$ cat config.mk
export PLATFORM = sky130hd
export DESIGN_NAME = dcb_encoder
export DESIGN_NICKNAME = d
export VERILOG_FILES = /design/src/rtl/dcb_pkg.sv /design/src/rtl/dcb_seq.sv /design/src/rtl/dcb_lane_coder.sv /design/src/rtl/dcb_encoder.sv
export SDC_FILE = /design/constraint.sdc
export NUM_CORES = 1
export LEC_CHECK = 0
export CELL_PAD_IN_SITES_DETAIL_PLACEMENT = 1
export CELL_PAD_IN_SITES_GLOBAL_PLACEMENT = 1
export CORE_ASPECT_RATIO = 0.6
export CORE_MARGIN = 8
export CORE_UTILIZATION = 44
export DETAILED_ROUTE_END_ITERATION = 12
export DONT_BUFFER_PORTS = 1
export PLACE_DENSITY_LB_ADDON = 0.1
export SLEW_MARGIN = 20
export SYNTH_ARGS = -nofsm -noshare
export SYNTH_HDL_FRONTEND = slang
export SYNTH_SLANG_ARGS = --single-unit
$ cat constraint.sdc
create_clock -name clk -period 3.8 [get_ports clk]
set_input_delay 0.38 -clock clk [delete_from_list [all_inputs] [get_ports clk]]
set_output_delay 0.38 -clock clk [all_outputs]
set_load 0.03 [all_outputs]
$ cat src/rtl/dcb_pkg.sv
package dcb_pkg;

    // Frame sequencer states: idle after reset, flag pair, group bits.
    typedef enum logic [1:0] {
        SEQ_IDLE = 2'd0,
        SEQ_FLAG = 2'd1,
        SEQ_DATA = 2'd2
    } seq_state_t;

endpackage

$ cat src/rtl/dcb_seq.sv
module dcb_seq
    import dcb_pkg::*;
#(
    parameter int unsigned FRAME_W  = 9,
    parameter int unsigned FLAG_W   = 2,
    parameter int unsigned HI_SHORT = 4,
    parameter int unsigned SLOT_W   = 4
) (
    input  logic              clk,
    input  logic              rst_n,
    input  logic              bit_en,
    output logic              load,
    output logic              tally,
    output logic              sending,
    output logic              clk_lane,
    output logic [SLOT_W-1:0] slot
);

    localparam int unsigned HI_LONG = FRAME_W - HI_SHORT;
    localparam logic [SLOT_W-1:0] SLOT_LAST = SLOT_W'(FRAME_W - 1);
    localparam logic [SLOT_W-1:0] FLAG_LAST = SLOT_W'(FLAG_W - 1);
    localparam logic [SLOT_W-1:0] HI_S = SLOT_W'(HI_SHORT);
    localparam logic [SLOT_W-1:0] HI_L = SLOT_W'(HI_LONG);

    seq_state_t        state_q, state_d;
    logic [SLOT_W-1:0] slot_q, slot_d;
    logic              long_q, long_d;

    // State register
    always_ff @(posedge clk) begin
        if (!rst_n) begin
            state_q <= SEQ_IDLE;
            slot_q  <= '0;
            long_q  <= 1'b0;
        end else begin
            state_q <= state_d;
            slot_q  <= slot_d;
            long_q  <= long_d;
        end
    end

    // Next state and outputs
    always_comb begin
        state_d = state_q;
        slot_d  = slot_q;
        long_d  = long_q;
        load    = 1'b0;
        unique case (state_q)
            SEQ_IDLE: begin
                if (bit_en) begin
                    load    = 1'b1;
                    slot_d  = '0;
                    long_d  = 1'b0;
                    state_d = SEQ_FLAG;
                end
            end
            SEQ_FLAG: begin
                if (bit_en) begin
                    slot_d = slot_q + 1'b1;
                    if (slot_q == FLAG_LAST) begin
                        state_d = SEQ_DATA;
                    end
                end
            end
            SEQ_DATA: begin
                if (bit_en) begin
                    if (slot_q == SLOT_LAST) begin
                        load    = 1'b1;
                        slot_d  = '0;
                        long_d  = ~long_q;
                        state_d = SEQ_FLAG;
                    end else begin
                        slot_d = slot_q + 1'b1;
                    end
                end
            end
            default: begin
                state_d = SEQ_IDLE;
            end
        endcase
    end

    assign sending  = (state_q != SEQ_IDLE);
    assign tally    = bit_en && sending;
    assign clk_lane = sending && (slot_q < (long_q ? HI_L : HI_S));
    assign slot     = slot_q;

endmodule

$ cat src/rtl/dcb_lane_coder.sv
module dcb_lane_coder #(
    parameter int unsigned GRP_W     = 7,
    parameter int unsigned SUM_W     = 6,
    parameter int unsigned DSV_LIMIT = 10
) (
    input  logic             clk,
    input  logic             rst_n,
    input  logic             load,
    input  logic             tally,
    input  logic [GRP_W-1:0] group,
    output logic             ser_bit,
    output logic             range_fault
);

    localparam int unsigned FRAME_W = GRP_W + 2;
    localparam logic signed [SUM_W-1:0] ONE     = SUM_W'(1);
    localparam logic signed [SUM_W-1:0] GRP_W_S = SUM_W'(GRP_W);
    localparam logic signed [SUM_W-1:0] LIM_P   = SUM_W'(DSV_LIMIT);
    localparam logic signed [SUM_W-1:0] LIM_N   = -LIM_P;

    logic [FRAME_W-1:0]      sh_q;
    logic signed [SUM_W-1:0] sum_q;
    logic signed [SUM_W-1:0] step;
    logic signed [SUM_W-1:0] sum_cur;
    logic signed [SUM_W-1:0] ones;
    logic signed [SUM_W-1:0] grp_disp;
    logic                    invert;
    logic                    fault_q;

    // Disparity of the incoming group
    always_comb begin
        ones = '0;
        for (int i = 0; i < int'(GRP_W); i++) begin
            ones = ones + {{(SUM_W-1){1'b0}}, group[i]};
        end
        grp_disp = (ones <<< 1) - GRP_W_S;
    end

    // Sum including the bit that is on the line this cycle
    assign step    = !tally ? '0 : (sh_q[FRAME_W-1] ? ONE : -ONE);
    assign sum_cur = sum_q + step;

    assign invert = (sum_cur != '0) && (grp_disp != '0) &&
                    (sum_cur[SUM_W-1] == grp_disp[SUM_W-1]);

    always_ff @(posedge clk) begin
        if (!rst_n) begin
            sh_q    <= '0;
            sum_q   <= '0;
            fault_q <= 1'b0;
        end else begin
            if (load) begin
                sh_q <= {invert, ~invert, (invert ? ~group : group)};
            end else if (tally) begin
                sh_q <= {sh_q[FRAME_W-2:0], 1'b0};
            end
            if (tally) begin
                sum_q <= sum_cur;
                if ((sum_cur > LIM_P) || (sum_cur < LIM_N)) begin
                    fault_q <= 1'b1;
                end
            end
        end
    end

    assign ser_bit     = sh_q[FRAME_W-1];
    assign range_fault = fault_q;

endmodule

$ cat src/rtl/dcb_encoder.sv
module dcb_encoder #(
    parameter int unsigned LANES     = 3,
    parameter int unsigned GRP_W     = 7,
    parameter int unsigned SUM_W     = 6,
    parameter int unsigned DSV_LIMIT = 10
) (
    input  logic                   clk,
    input  logic                   rst_n,
    input  logic                   bit_en,
    input  logic [LANES*GRP_W-1:0] word_in,
    output logic                   word_take,
    output logic [LANES-1:0]       lane_out,
    output logic                   clk_lane_out,
    output logic                   dsv_fault
);

    localparam int unsigned FRAME_W  = GRP_W + 2;
    localparam int unsigned HI_SHORT = FRAME_W / 2;
    localparam int unsigned SLOT_W   = $clog2(FRAME_W);

    logic              seq_load;
    logic              seq_tally;
    logic              seq_active;
    logic [SLOT_W-1:0] seq_slot;
    logic [LANES-1:0]  lane_fault;

    dcb_seq #(
        .FRAME_W  (FRAME_W),
        .FLAG_W   (2),
        .HI_SHORT (HI_SHORT),
        .SLOT_W   (SLOT_W)
    ) u_seq (
        .clk      (clk),
        .rst_n    (rst_n),
        .bit_en   (bit_en),
        .load     (seq_load),
        .tally    (seq_tally),
        .sending  (seq_active),
        .clk_lane (clk_lane_out),
        .slot     (seq_slot)
    );

    for (genvar k = 0; k < int'(LANES); k++) begin : g_lane
        dcb_lane_coder #(
            .GRP_W     (GRP_W),
            .SUM_W     (SUM_W),
            .DSV_LIMIT (DSV_LIMIT)
        ) u_lane (
            .clk         (clk),
            .rst_n       (rst_n),
            .load        (seq_load),
            .tally       (seq_tally),
            .group       (word_in[k*GRP_W +: GRP_W]),
            .ser_bit     (lane_out[k]),
            .range_fault (lane_fault[k])
        );
    end

    assign word_take = seq_load;
    assign dsv_fault = |lane_fault;

endmodule

==> run summary, run 1 <==
N_diodes: 0
Number of synthesized register bits: 55
Largest net degree at the start of global routing: 55
Worst hold path depth: 1
CTS Buf Count: 5
DP HPWL: 7615 um
HP Class: primary input to flip-flop
PwrDens: 818.7 mW/mm^2
Slew HR: 30.56%
Final Net Count: 505
CTS Buffer Depth: 2
Post-route setup TNS: 0 ns
Initial antenna violation count: 0
Hold path startpoint: rst_n
Tcrit/Tclk final: 92.09%
Share of layout cells above drive strength 1: 9.670%
Clock Latency Late Sink: 0.30 ns
Post-DR wirelength/cell: 17.94 um
Antenna-violating nets left: 0
CP arrival: 3.68 ns
Initial Util: 45.98%
Vias per inst: 5.829
Worst reg2reg path endpoint: g_lane[0].u_lane.sh_q[8]
Vias in the first global route: 3427
Largest area contributor in the netlist: dfxtp_1
Status: complete, no violations
Critical Path Sink Type: flip-flop
Die W: 138.5 um
Slew Viols, Final: 0
Pleak: 0.001663 uW
Syn_area_per_cell: 8.506 sq um
Worst EP required: 3.98 ns
Post-synth EDFFs: 0
First-pass GRT wire length: 17500 um
Worst reg2reg path depth: 13
Filler cells: 1009
Fmax: 285.8 MHz
Final wirelength: 10170 um
Worst slew pin tran: 1.035 ns
Detailed-route DRC error count: 0
Root Buffer: clkbuf_16
Fin crit period: 3.499 ns
CTS tree: yes
Die area: 0.01240 sq mm
Hold Vio Cnt, Final: 0
Final Skew: 0.005745 ns
Most used cells in the layout excluding fill and tap cells: dfxtp_1, nand2_1, a21oi_1
Design Power: 3431 uW
WS Path Type: flip-flop to flip-flop
Mapped cell area: 0.003964 sq mm
Row cnt: 26
Layout Area Growth over Synthesis: 5.745%
Synth cell types: 70
Core Region: 0.008621 sq mm
Hold Buf Count CTS: 0
Warnings from Yosys: 0
MaxCap Viol Count: 0
Clock slew at reported path FFs: 0.07 ns
RSZ-0062 raised after global routing: no
I/O Buffers: 0
DR pass1 iterations: 4
CP max FO: 9
Ports: 30
Iteration-0 DRC Markers: 118
Largest cells by area after synthesis: dfxtp_1, ha_1, xnor2_1
Total Routing Usage GR: 17.23%
Most common cell after layout, fill and taps aside: dfxtp_1
CTS sink cnt: 55
Die Y: 89.52 um
Vias: 3305
Syn_nets: 517
H-tree levels: 2
CP Launch Type: flip-flop
GRT Residual Overflow: 0
Worst R2R Setup Slack: 0.30 ns
Worst VDD drop: 0.0003006 V
Yosys top cell area share: 27.78%
Finish-stage setup viols: 0
Worst reg2reg path startpoint: u_seq.state_q[0]
Most used DFF post-synth: dfxtp_1
Placer congestion estimate: 0.8071
Hold Path End: g_lane[0].u_lane.range_fault
Part of the Yosys area used for sequential elements: 27.78%
Post-Synthesis Cells: 466
Async set-reset flop share out of synthesis: 0%
## stage by stage
step           instance area [sq um]  worst slack [ns]  hold slack (ns)  std cells  utilization (%)
2_1_floorplan                   3964            0.2308           0.4324        466                -
3_3_place_gp                    4023            0.3371           0.4466        559            46.66
3_5_place_dp                    4023            0.1755           0.4498        559            46.66
4_1_cts                         4183            0.1415           0.2005        567            48.52
5_1_grt                         4192            0.1011           0.1986        567            48.62
6_report                        4192            0.3007           0.2166        567            48.62
## how the worst max path moves through the flow
stage | start | endpoint | slack (ns)
finish | u_seq.state_q[0] | g_lane[0].u_lane.sh_q[8] | 0.30
global route | u_seq.state_q[0] | g_lane[0].u_lane.sh_q[8] | 0.10
CTS | u_seq.state_q[0] | g_lane[1].u_lane.sh_q[3] | 0.14
detailed placement | u_seq.state_q[0] | g_lane[1].u_lane.sh_q[6] | 0.18
global placement | word_in[7] | g_lane[1].u_lane.sh_q[7] | 0.34
floorplan | u_seq.state_q[0] | g_lane[0].u_lane.sh_q[8] | 0.23
## synthesized netlist by cell type (5+ instances only)
| cell | count |
|---|---|
| a21boi_0 | 11 |
| a21o_1 | 9 |
| a21oi_1 | 37 |
| a22o_1 | 7 |
| a311oi_1 | 5 |
| and2_1 | 9 |
| and3_1 | 8 |
| clkbuf_1 | 18 |
| dfxtp_1 | 55 |
| fa_1 | 6 |
| ha_1 | 21 |
| inv_1 | 23 |
| mux2i_1 | 9 |
| nand2_1 | 42 |
| nand3_1 | 7 |
| nor2_1 | 26 |
| nor2b_1 | 6 |
| nor3_1 | 9 |
| o21a_1 | 6 |
| o21ai_0 | 26 |
| o221ai_1 | 14 |
| or3_1 | 8 |
| xnor2_1 | 28 |
| xor2_1 | 7 |
## where the power goes
part	leakage, uW	switching [uW]	internal [uW]	total, uW
logic	0.00114	1120	864	1990
registers	0.000451	196	749	945
clock network	0.0000761	218	281	499
total	0.00166	1540	1890	3430
## per-layer routing
metal / track usage (%) / share of wire (%)
met3: 4.562 / 4.8
met1: 23.92 / 53
met2: 25.94 / 41
met4: 4.118 / 0.94
met5: 0 / 0
## cell families after synthesis
logic type      after synthesis  synth area share [%]
buf+inv                      53                 6.218
mux                          11                 2.904
compound gates              140                 24.65
fa+ha+maj                    27                 9.659
xor+xnor                     37                 8.839
flops                        55                 27.78
simple gates                143                 19.95
## registers in the layout, summed over array words and instances (netlist names)
name                       count
g_lane.u_lane.sh_q            27
g_lane.u_lane.sum_q           18
u_seq.slot                     4
g_lane.u_lane.range_fault      3
u_seq.state_q                  2
u_seq.long_q                   1
## area by class of cell
class,count,area [sq um],share of cell area [%]
repair buffers,10,75.07,1.791
well taps,112,140.1,3.343
clock buffers,7,152.6,3.642
flip-flops and latches,55,1101,26.27
inverters,24,90.09,2.149
multi-input cells,358,2625,62.63
clock inverters,1,7.507,0.1791
## critical path, cell delays in order (launching register included)
cell	delay (ns)
dfxtp_1	0.36
inv_1	0.07
ha_1	0.27
buf_4	0.21
nor3b_4	0.33
xor2_1	0.12
ha_1	0.27
or3_1	0.34
o22ai_1	0.24
xor2_2	0.17
o41ai_4	0.39
mux2i_2	0.17
a222oi_1	0.35
nor2b_1	0.08
## timing repair
item                                    in CTS  in global routing
resized for setup                            0                  2
hold endpoints to repair                     0                  0
buffers inserted                             0                  0
endpoints found under the setup margin       0                  8
Note: power is estimated with default switching activity, not from simulation.
==> inputs of run 2 (changes only) <==
Settings changed: CORE_UTILIZATION 44 to 54, CTS_BUF_LIST from default to sky130_fd_sc_hd__clkbuf_4.
Clock period 3.8 ns to 4.2 ns, I/O delays scaled along.
==> run 2 against run 1 <==
Clock power is 40% lower. Sequential power decreased by 9.5%. Worst setup slack better by 0.27 ns. Clock-buffer cell count is 2 lower. Non-clock buffer count fell by 4. Flip-flop and latch count unchanged. Final area shrank 3.3%. Combinational power decreased by 12%. Utilization up 7.8 points. Register-to-register slack better by 0.27 ns. Total power shrank 15%. Critical path type unchanged. Critical endpoint is now g_lane[1].u_lane.sh_q[1].
==> run summary, run 2 (synthesis gave the netlist of run 1 again) <==
Fmax: 275.4 MHz (-3.6%)
Die Y: 82.37 um (-8.0%)
Root Buffer: clkbuf_4
Row cnt: 24 (-7.7%)
Slowest CP cell: a2111oi_2
Crit path cell chain: inv_1, ha_1, nand2b_1, inv_1, ha_1, ha_1, nor2_1, mux2i_1, a22oi_1, a2111oi_2, o21bai_1, xnor2_1, a21oi_1
Hold Vio Cnt, Final: 0 (unchanged)
First-pass GRT wire length: 17240 um (-1.5%)
Core Region: 0.007177 sq mm (-17%)
CP arrival: 3.96 ns (+0.28 ns)
Placer congestion estimate: 0.8532 (+5.7%)
CP max FO: 8 (-1)
Layout Area Growth over Synthesis: 2.210%
Met3 Use GR: 4.551% (-0.011 points)
Worst EP required: 4.53 ns (+0.55 ns)
Tcrit/Tclk final: 86.44% (-5.6 points)
Post-route setup TNS: 0 ns (unchanged)
Worst reg2reg path startpoint: u_seq.state_q[0]
Share of layout cells above drive strength 1: 8.647% (-1.0 points)
Slew Viols, Final: 0 (unchanged)
DP HPWL: 7608 um (about the same)
Hold Buf Count CTS: 0 (unchanged)
Multi-input gate area: 0.002625 sq mm (unchanged)
Post-DR wirelength/cell: 18.54 um (+3.3%)
Crit path launch: u_seq.state_q[0]
CP Launch Type: flip-flop
Register area: 0.001101 sq mm (unchanged)
CTS Buf Count: 5 (unchanged)
CP max stage delay: 0.49 ns (+0.10 ns)
Most used cell, CP: ha_1
Worst VDD drop: 0.0002966 V (-1.3%)
Most common cell after layout, fill and taps aside: dfxtp_1
Fin crit period: 3.630 ns (+0.1312 ns)
Antenna-violating nets left: 0 (unchanged)
I/O Buffers: 0 (unchanged)
Slew HR: 25.21% (-5.3 points)
CTS Buffer Depth: 2 (unchanged)
Pre-CTS WS: 0.4707 ns (+0.2952 ns)
Largest Register: g_lane.u_lane.sh_q
Worst setup margin: 0.5695 ns (+0.2689 ns)
Final wirelength: 10050 um (-1.2%)
Detailed-route DRC error count: 0 (unchanged)
RSZ-0062 raised after global routing: no
MaxCap Viol Count: 0 (unchanged)
Die area: 0.01043 sq mm (-16%)
Critical Path Sink Type: flip-flop
Worst slew pin tran: 1.115 ns (+0.07973 ns)
Met2 Use GR: 32.20% (+6.3 points)
Initial Util: 55.23% (+9.3 points)
Met1 Usage GRT: 27.89% (+4.0 points)
Grt peak-use layer: met2
Non-Filler Instances: 542 (-4.4%)
Status: complete, no violations
DR pass1 iterations: 4 (unchanged)
Largest register FFs: 27 (unchanged)
Vias in the first global route: 3435 (+0.23%)
WS Path Type: flip-flop to flip-flop
Final Net Count: 501 (-0.79%)
CTS sink cnt: 55 (unchanged)
Clock slew at reported path FFs: 0.18 ns (+0.11 ns)
Largest net degree at the start of global routing: 55 (unchanged)
N_diodes: 0 (unchanged)
Total Routing Usage GR: 20.31% (+3.1 points)
GRT Residual Overflow: 0 (unchanged)
Vias: 3400 (+2.9%)
Clock Latency Late Sink: 0.40 ns (+0.10 ns)
Vias per inst: 6.273 (+7.6%)
Ports: 30 (unchanged)
Final Skew: 0.02506 ns (+0.01932 ns)
Die W: 126.6 um (-8.6%)
Most used cells in the layout excluding fill and tap cells: dfxtp_1, nand2_1, a21oi_1
Pleak: 0.001607 uW (-3.4%)
Initial antenna violation count: 0 (unchanged)
HP Class: primary input to flip-flop
Placed cells: 534 (-4.5%)
Setup Fix Bufs, Post-CTS: 0 (unchanged)
Hold path startpoint: rst_n
Iteration-0 DRC Markers: 194 (+64%)
PwrDens: 720.3 mW/mm^2 (-12%)
Util after Layout: 56.45% (+7.8 points)
Finish-stage setup viols: 0 (unchanged)
CTS tree: yes
H-tree levels: 2 (unchanged)
Filler cells: 890 (-12%)
[run 2: timing repair]
item | 4_1_cts | 5_1_grt
hold endpoints to repair | 0 | 0
endpoints found under the setup margin | 0 | 5
gates resized for setup | 0 | 1
[run 2: per-layer routing]
metal | wire length, um | up-vias
met1 | 5076 | 1683
met3 | 578 | 10
met4 | 85 | 0
li1 | - | 1642
met2 | 4307 | 65
met5 | 0 | -
[run 2: final timing paths]
kind                            slack, ns                         to  cells past startpoint
worst min-delay path                 0.12               u_seq.long_q                      2
worst max register to register       0.57   g_lane[1].u_lane.sh_q[1]                     13
worst max-delay path                 0.57   g_lane[1].u_lane.sh_q[1]                     13
worst min register to register       0.48  g_lane[0].u_lane.sum_q[0]                      2
[run 2: through the flow]
step	total power [uW]	area, sq um	hold slack, ns
floorplan	2255	3964	0.4324
global placement	2534	3966	0.4461
detailed placement	2609	3966	0.4616
CTS	2914	4043	0.1143
global route	3171	4051	0.1193
finish	2918	4051	0.1204
[run 2: layout make-up]
cell class | count | share of cell area, %
Inverter | 24 | 2.224
Clock inverter | 3 | 0.9574
Timing Repair Buffer | 6 | 1.112
Sequential cell | 55 | 27.18
Multi-Input combinational cell | 358 | 64.79
Clock buffer | 5 | 0.9265
Tap cell | 91 | 2.810
[run 2: power breakdown]
group          leakage, uW  switching (uW)  internal [uW]
logic              0.00111            1010            747
clock network    0.0000426             178            123
registers         0.000451             179            676
total              0.00161            1370           1550
[run 2: critical path: cells and delay by family, from the launching register on]
kind	cells	cell delay, ns
compound gates	4	1.21
simple gates	2	0.30
mux	1	0.32
buf+inv	2	0.24
fa+ha+maj	3	0.86
flops	1	0.40
xor+xnor	1	0.22
==> inputs of run 3 (changes only) <==
Settings changed: PLACE_DENSITY from default to 0.95, PLACE_DENSITY_LB_ADDON 0.1 to default.
==> run 3 against run 2 <==
Sequential power rose by 0.6%. Clock-buffer cell count rose by 2. Global-route usage rose by 1.5 points. Register-to-register slack got worse by 0.28 ns. Final area fell by 0.19%. Worst setup slack got worse by 0.28 ns. Maximum frequency fell by 7.1%. Die area did not move. Non-clock buffer count rose by 2. Via count rose by 1.9%. Critical path type unchanged.
==> run summary, run 3 (synthesis gave the netlist of run 1 again) <==
Slew HR: 32.87% (+7.7 points)
Share of layout cells above drive strength 1: 9.051% (+0.40 points)
N_diodes: 0 (unchanged)
Grt peak-use layer: met2
Clk pwr share: 8.6% (-1.7 points)
Tcrit/Tclk final: 93.02% (+6.6 points)
Worst slew pin tran: 1.001 ns (-0.1142 ns)
Fmax: 256.0 MHz (-7.1%)
Met3 Use GR: 5.833% (+1.3 points)
Clock Latency Late Sink: 0.41 ns (about the same)
Met2 Use GR: 38.20% (+6.0 points)
CP Launch Type: flip-flop
Post-DR wirelength/cell: 20.11 um (+8.5%)
CTS Buf Count: 5 (unchanged)
Sequential Power Share: 29.3% (about the same)
Vias: 3466 (+1.9%)
CTS tree: yes
DP HPWL: 8204 um (+7.8%)
Switching Power: 1425 uW (+3.9%)
Worst VDD drop: 0.0003353 V (+13%)
Die area: 0.01043 sq mm (unchanged)
Row cnt: 24 (unchanged)
Largest Register: g_lane.u_lane.sh_q
CTS sink cnt: 55 (unchanged)
Slew Viols, Final: 0 (unchanged)
Util after Layout: 56.35% (-0.10 points)
Initial Util: 55.23% (unchanged)
Met1 Usage GRT: 25.40% (-2.5 points)
Iteration-0 DRC Markers: 161 (-17%)
Switching share of power: 48.52% (+1.5 points)
Multi-input gate area: 0.002621 sq mm (-0.14%)
Die W: 126.6 um (unchanged)
Vias per inst: 6.371 (+1.6%)
Status: complete, no violations
Ports: 30 (unchanged)
Placer congestion estimate: 0.8314 (-2.6%)
Fin crit period: 3.907 ns (+0.2762 ns)
Largest net degree at the start of global routing: 55 (unchanged)
CP arrival: 4.25 ns (+0.29 ns)
Pre-CTS WS: 0.1751 ns (-0.2956 ns)
Final Skew: 0.01356 ns (-0.01150 ns)
Die Y: 82.37 um (unchanged)
Detailed-route DRC error count: 0 (unchanged)
Critical Path Sink Type: flip-flop
Finish-stage setup viols: 0 (unchanged)
Filler cells: 877 (-1.5%)
Layout Area Growth over Synthesis: 2.020%
Final Net Count: 503 (+0.40%)
Combinational cell fraction of total power: 62.1% (+1.7 points)
DR pass1 iterations: 4 (unchanged)
Root Buffer: clkbuf_4
Worst hold margin: 0.1268 ns (+0.006395 ns)
MaxCap Viol Count: 0 (unchanged)
Vias in the first global route: 3739 (+8.9%)
CTS Buffer Depth: 2 (unchanged)
Core Region: 0.007177 sq mm (unchanged)
PwrDens: 726.3 mW/mm^2 (+0.84%)
Register area: 0.001101 sq mm (unchanged)
First-pass GRT wire length: 18320 um (+6.2%)
Initial antenna violation count: 0 (unchanged)
Final wirelength: 10940 um (+8.9%)
P_int: 1512 uW (-2.2%)
Pleak: 0.001609 uW (+0.13%)
Worst reg2reg path depth: 13 (unchanged)
Most used cells in the layout excluding fill and tap cells: dfxtp_1, nand2_1, a21oi_1
Hold Vio Cnt, Final: 0 (unchanged)
Antenna-violating nets left: 0 (unchanged)
CP max FO: 8 (unchanged)
I/O Buffers: 0 (unchanged)
Largest register FFs: 27 (unchanged)
Most common cell after layout, fill and taps aside: dfxtp_1
Worst hold path depth: 2 (unchanged)
Worst EP required: 4.55 ns (+0.02 ns)
HP Class: primary input to flip-flop
Clock slew at reported path FFs: 0.16 ns (-0.02 ns)
Setup Fix Bufs, Post-CTS: 0 (unchanged)
Worst setup margin: 0.2933 ns (-0.2762 ns)
H-tree levels: 2 (unchanged)
Total Routing Usage GR: 21.76% (+1.5 points)
WS Path Type: flip-flop to flip-flop
GRT Residual Overflow: 0 (unchanged)
Design Power: 2937 uW (+0.65%)
## run 3: path summary, 6_finish.rpt
check | endpoint | slack (ns) | from
hold reg to reg | g_lane[0].u_lane.sh_q[0] | 0.48 | g_lane[0].u_lane.sh_q[0]
hold / removal | u_seq.state_q[0] | 0.13 | rst_n
setup reg to reg | g_lane[1].u_lane.sh_q[6] | 0.29 | u_seq.state_q[0]
setup / recovery | g_lane[1].u_lane.sh_q[6] | 0.29 | u_seq.state_q[0]
## run 3: metal layers
layer | up-vias | routed length, um
li1 | 1642 | -
met2 | 100 | 5144
met5 | - | 0
met3 | 27 | 734
met4 | 0 | 244
met1 | 1697 | 4814
## run 3: cell type report
| type | instances | area share, % |
|---|---|---|
| Clock inverter | 1 | 0.1238 |
| Timing Repair Buffer | 8 | 1.485 |
| Multi-Input combinational cell | 358 | 64.82 |
| Inverter | 24 | 2.228 |
| Tap cell | 91 | 2.816 |
| Clock buffer | 7 | 1.300 |
| Sequential cell | 55 | 27.23 |
## run 3: power groups by stage
stage	Combinational, uW	Sequential (uW)	Clock (uW)
6_report	1820	860	253
5_1_grt	2000	878	277
4_1_cts	1810	858	258
3_5_place_dp	1790	869	0
3_3_place_gp	1670	852	0
2_1_floorplan	1480	774	0
## run 3: stage by stage
stage / TNS, ns / instances / area [sq um]
4_1_cts: 0 / 544 / 4039
3_3_place_gp: 0 / 536 / 3981
2_1_floorplan: 0 / 466 / 3964
6_report: 0 / 544 / 4044
3_5_place_dp: 0 / 536 / 3981
5_1_grt: -0.01415 / 544 / 4044
## run 3: what timing repair did
| action | 4_1_cts | 5_1_grt |
|---|---|---|
| endpoints found under the setup margin | 0 | 8 |
| resized for setup | 0 | 1 |
| hold buffers | 0 | 0 |
## run 3: worst max-delay path, cell delays in order, from the launching register on
cell       delay, ns
dfxtp_1         0.42
inv_1           0.09
ha_1            0.35
nand2b_1        0.23
inv_1           0.22
ha_1            0.31
ha_1            0.29
nor2_1          0.09
mux2i_1         0.32
a22oi_1         0.17
a2111oi_2       0.54
o21bai_1        0.39
xnor2_1         0.23
a21oi_1         0.19
